$ cat src/rtl/pwm_oneshot_timer.sv
module pwm_oneshot_timer #(
  parameter int CNT_W  = 31,
  parameter int DATA_W = 32
) (
  input  logic              clk,
  input  logic              rst_n,
  input  logic              wr_en,
  input  logic [1:0]        wr_sel,
  input  logic [DATA_W-1:0] wr_data,
  input  logic              irq_clr,
  output logic              pwm_out,
  output logic              irq,
  output logic              err,
  output logic              running
);
  localparam logic [1:0] SEL_CTRL = 2'd0;
  localparam logic [1:0] SEL_PRD  = 2'd1;
  localparam logic [1:0] SEL_WID  = 2'd2;
  localparam logic [CNT_W-1:0] ONE = CNT_W'(1);
  localparam logic [CNT_W-1:0] TWO = CNT_W'(2);

  logic [CNT_W-1:0] prd_stg, wid_stg, prd_act, wid_act, cnt;
  logic pend, ph, pol, cont, ien;

  wire ctrl_wr   = wr_en && (wr_sel == SEL_CTRL);
  wire prd_wr    = wr_en && (wr_sel == SEL_PRD);
  wire wid_wr    = wr_en && (wr_sel == SEL_WID);
  wire stg_ok    = (prd_stg >= TWO) && (wid_stg != '0) && (wid_stg < prd_stg);
  wire start     = ctrl_wr && wr_data[0] && !running;
  wire stop      = ctrl_wr && !wr_data[0];
  wire tick      = running && ph && !stop;
  wire pulse_end = tick && !cont && (cnt == wid_act - ONE);
  wire prd_end   = tick && cont && (cnt == prd_act - ONE);
  wire reload    = prd_end && pend;
  wire load_act  = (start || reload) && stg_ok;

  assign pwm_out = (running && (cnt < wid_act)) ? pol : !pol;

  always_ff @(posedge clk or negedge rst_n) begin
    if (!rst_n) begin
      prd_stg <= '0;
      wid_stg <= '0;
      prd_act <= '0;
      wid_act <= '0;
      cnt     <= '0;
      ph      <= 1'b0;
      pend    <= 1'b0;
      pol     <= 1'b0;
      cont    <= 1'b0;
      ien     <= 1'b0;
      running <= 1'b0;
      irq     <= 1'b0;
      err     <= 1'b0;
    end else begin
      if (ctrl_wr) begin
        pol  <= wr_data[1];
        cont <= wr_data[2];
        ien  <= wr_data[3];
      end
      if (prd_wr) prd_stg <= wr_data[CNT_W-1:0];
      if (wid_wr) wid_stg <= wr_data[CNT_W-1:0];

      if (wid_wr)                 pend <= 1'b1;
      else if (start || prd_end)  pend <= 1'b0;

      if ((start || reload) && !stg_ok)  err <= 1'b1;
      else if (ctrl_wr && wr_data[4])    err <= 1'b0;

      if (load_act) begin
        prd_act <= prd_stg;
        wid_act <= wid_stg;
      end

      if (start && stg_ok)           running <= 1'b1;
      else if (stop || pulse_end)    running <= 1'b0;

      if (start) begin
        cnt <= '0;
        ph  <= 1'b0;
      end else if (running && !stop) begin
        ph <= !ph;
        if (tick) cnt <= prd_end ? '0 : cnt + ONE;
      end

      if (pulse_end || (prd_end && ien)) irq <= 1'b1;
      else if (irq_clr)                  irq <= 1'b0;
    end
  end

  AST_IDLE_INACTIVE: assert property (@(posedge clk) disable iff (!rst_n)
    !running |-> (pwm_out == !pol));
  AST_ACT_VALID: assert property (@(posedge clk) disable iff (!rst_n)
    running |-> ((prd_act >= TWO) && (wid_act != '0) && (wid_act < prd_act)));
  AST_CNT_IN_PERIOD: assert property (@(posedge clk) disable iff (!rst_n)
    running |-> (cnt < prd_act));
  AST_IRQ_STICKY: assert property (@(posedge clk) disable iff (!rst_n)
    (irq && !irq_clr) |=> irq);
  AST_ERR_STICKY: assert property (@(posedge clk) disable iff (!rst_n)
    (err && !(ctrl_wr && wr_data[4])) |=> err);
  AST_SHOT_STOPS: assert property (@(posedge clk) disable iff (!rst_n)
    (running && !cont && ph && (cnt == wid_act - ONE) && !ctrl_wr) |=> (!running && irq));
  AST_ACT_HELD: assert property (@(posedge clk) disable iff (!rst_n)
    (running && !(ph && cont && (cnt == prd_act - ONE))) |=> ($stable(prd_act) && $stable(wid_act)));
endmodule

$ cat config.mk
export PLATFORM = sky130hd
export DESIGN_NAME = pwm_oneshot_timer
export DESIGN_NICKNAME = d
export VERILOG_FILES = /design/src/rtl/pwm_oneshot_timer.sv
export SDC_FILE = /design/constraint.sdc
export NUM_CORES = 1
export LEC_CHECK = 0
export ABC_AREA = 1
export CAP_MARGIN = 20
export CORE_MARGIN = 10
export CORE_UTILIZATION = 43
export CTS_CLUSTER_SIZE = 8
export DETAILED_ROUTE_END_ITERATION = 10
export DONT_BUFFER_PORTS = 1
export GPL_ROUTABILITY_DRIVEN = 0
export PLACE_DENSITY = 0.55
export SYNTH_ARGS = -nofsm -noshare
export SYNTH_HDL_FRONTEND = slang
export SYNTH_SLANG_ARGS = --single-unit
$ cat constraint.sdc
create_clock -name clk -period 4.2 [get_ports clk]
set_input_delay 0.63 -clock clk [delete_from_list [all_inputs] [get_ports clk]]
set_output_delay 0.63 -clock clk [all_outputs]
set_load 0.1 [all_outputs]
==> results.md <==
* Remaining Overflow, GRT at 0
* Synth Instances at 1533
* Unrepaired setup endpoints after global routing: no
* Worst min-delay path class: input port to asynchronous set/reset pin
* Top FF cell, synth: dfrtp_1
* FFs w/ async S/R, synth at 1.00
* R2r setup slk at 1000 ps
* Layout Cell Area excl Fill at 11900 um^2
* Sequential group share of total power at 0.322
* Peak VDD IR at 0.268 mV
* Switching power at 4.15 mW
* CP Data Arrival Time at 2860 ps
* Via count at 9720
* Crit Path Class: flip-flop to output pin
* Rows at 58
* Worst setup endpoint: pwm_out
* Via-to-Cell Ratio at 5.24
* Global router's overall resource usage at 0.188
* Slew @ Worst Pin at 916 ps
* Max cap viols at 0
* Synth Warn # at 0
* CTS clk-pin slew, worst paths at 80 ps
* Synthesized Nets at 1635
* Commonest non-fill, non-tap cells in the layout: nand2_1 (445), inv_1 (174), nor2_1 (166)
* Worst setup path startpoint: wid_act[16]$_DFFE_PN0P_
* Initial DRC Count at 799
* TritonCTS buffer count at 17
* DRT Wirelength at 30900 um
* Worst-Skew Late Latency at 450 ps
* Die Ht at 180 um
* Synthesized area per cell at 7.17 um^2
* Post-synth EDFFs at 0
* CP Max Fanout at 5
* Wire per inst at 16.7 um
* I/O Pins at 42
* Internal Power at 4.21 mW
* Final Hold Fails at 163
* Post-DP Area at 11300 um^2
* Initial Util at 0.437
* Chip width at 180 um
* Critical path required time at 3570 ps
* Initial antenna violation count at 0
* Slew HR at 0.390
* Worst r2r path cells at 16
* Clock root cell: clkbuf_16
* Largest net degree at the start of global routing at 164
* Sw frac at 0.496
* Final Skew at 17.7 ps
* Seq/Total Area, Yosys at 0.371
* Failing checks: hold timing
* Outcome: finished, violations left
* Setup TNS Final at 0 ps
* Setup violations, final at 0
* Fin. max-slew vios at 0
* Crit. End Element: output pin
* Worst hold margin at -112 ps
* Reg2reg end: prd_act[19]$_DFFE_PN0P_
* Vias in the first global route at 9352
* Clock sinks at 163
* Commonest non-fill, non-tap cell in the layout: nand2_1
* Number of remaining DRC errors at 0
* P_leak at 5.97 nW
* Comb power frac at 0.483
* Inserted Diodes at 0
* Min Tclk post-route at 3490 ps
* RR Startpoint: prd_act[0]$_DFFE_PN0P_
* Port Buffers at 0
* Share of cells above drive strength 1 at 0.0407
* Critical path startpoint category: flip-flop
* Fmax at 287 MHz
* Post-synthesis instance area at 11000 um^2
* Final period utilization at 0.831
* 1st-pass router iterations at 7
* Maximum clock insertion buffer count at 2
* Yosys cell types at 41
* Cell area power density at 702 nW/um^2
* First-pass GRT wire length at 50100 um
* DP Wirelength at 23300 um
* Die area at 32400 um^2
* Yosys reg bits at 163
* CTS tree: built
* Fin nets at 1613
* # H-tree levels at 4
* Routed Antenna Nets at 0
* Core outline area at 25200 um^2
* Area Growth Syn to Fin at 8.47%
* Clock network fraction of total power at 0.195
[how the worst min path moves through the flow]
stage	startpoint	end	slack (ps)	cells after the start
3_5_place_dp	rst_n	cnt[1]$_DFFE_PN0P_	350	0
4_1_cts	rst_n	prd_stg[5]$_DFFE_PN0P_	-120	0
2_1_floorplan	rst_n	cnt[0]$_DFFE_PN0P_	330	0
6_report	rst_n	cnt[3]$_DFFE_PN0P_	-110	0
5_1_grt	rst_n	cnt[5]$_DFFE_PN0P_	-140	0
3_3_place_gp	rst_n	cnt[1]$_DFFE_PN0P_	350	0
[stage by stage]
step           utilization  std cells  power, mW  worst slack (ps)
5_1_grt              0.473       1854       9.12               436
2_1_floorplan            -       1533       5.61              1090
4_1_cts              0.472       1852       8.36               746
6_report             0.473       1854       8.37               710
3_5_place_dp         0.447       1820       6.70              1050
3_3_place_gp         0.447       1820       6.62              1090
[sequential cells by signal, indices dropped and copies added (netlist names), 31 cells and up]
signal   flops
wid_act     31
prd_stg     31
prd_act     31
cnt         31
wid_stg     31
[synthesized netlist by cell type, drive strengths merged, types with 2 or more instances]
cell	number	area [um^2]
nand2	449	1690
inv	177	664
nor2	173	674
dfrtp	163	4080
o21ai	96	480
nand4	95	594
ha	64	801
nand3	62	315
xor2	46	403
a21oi	45	225
clkbuf	32	120
nor3	28	140
xnor2	27	236
buf	19	119
nor4	17	106
nand3b	7	52.6
nor3b	6	45.0
o21bai	6	56.3
a211oi	3	22.5
o211ai	3	22.5
o31ai	2	15.0
or2	2	12.5
xnor3	2	45.0
[layer usage]
| metal | vias to the layer above | track usage | share of wire |
|---|---|---|---|
| met5 | - | 0 | 0 |
| met4 | 0 | 0.0370 | 0.0084 |
| met3 | 18 | 0.0283 | 0.034 |
| met2 | 163 | 0.295 | 0.45 |
| met1 | 4570 | 0.269 | 0.51 |
| li1 | 4969 | - | - |
[worst max-delay path, cell delays in order (launching register included)]
cell and delay [ps]:
dfrtp_1 480, inv_1 120, ha_1 320, a21oi_1 130, o21ai_0 110, nand2_1 70
o211ai_1 90, a2111oi_0 550, nand3_1 140, nand2_1 120, buf_4 290
[layout make-up]
cell class                 count  area (um^2)
tap                          330          413
sequential                   163         4080
inverter                     177          664
timing repair buffer          10          113
clock buffer                  18          439
multi-input combinational   1142         6030
fill                        2595        13300
clock inverter                14          185
[power groups by stage]
stage                     Clock [mW]  Sequential, mW  Combinational [mW]
after global routing            1.73            2.77                4.62
final                           1.63            2.69                4.04
after floorplan                    0            2.47                3.15
after global placement             0            2.71                3.92
after CTS                       1.66            2.68                4.03
after detailed placement           0            2.71                3.99
[kinds of logic (layout without fill, tap and decap cells)]
kind of cell             count (synthesis)  count (layout)  synth area share
AND/OR/NAND/NOR                        841             841             0.332
buffers and inverters                  228             219            0.0822
AO/OA/AOI/OAI                          162             162            0.0797
adder cells (fa/ha/maj)                 64              64            0.0729
flip-flops                             163             163             0.371
XOR/XNOR                                75              75            0.0623
[repair_timing]
action / in CTS / in global routing
gates resized for setup: 0 / 0
hold endpoints to repair: 163 / 163
buffers inserted: 0 / 0
(Power assumes the default switching activity.)
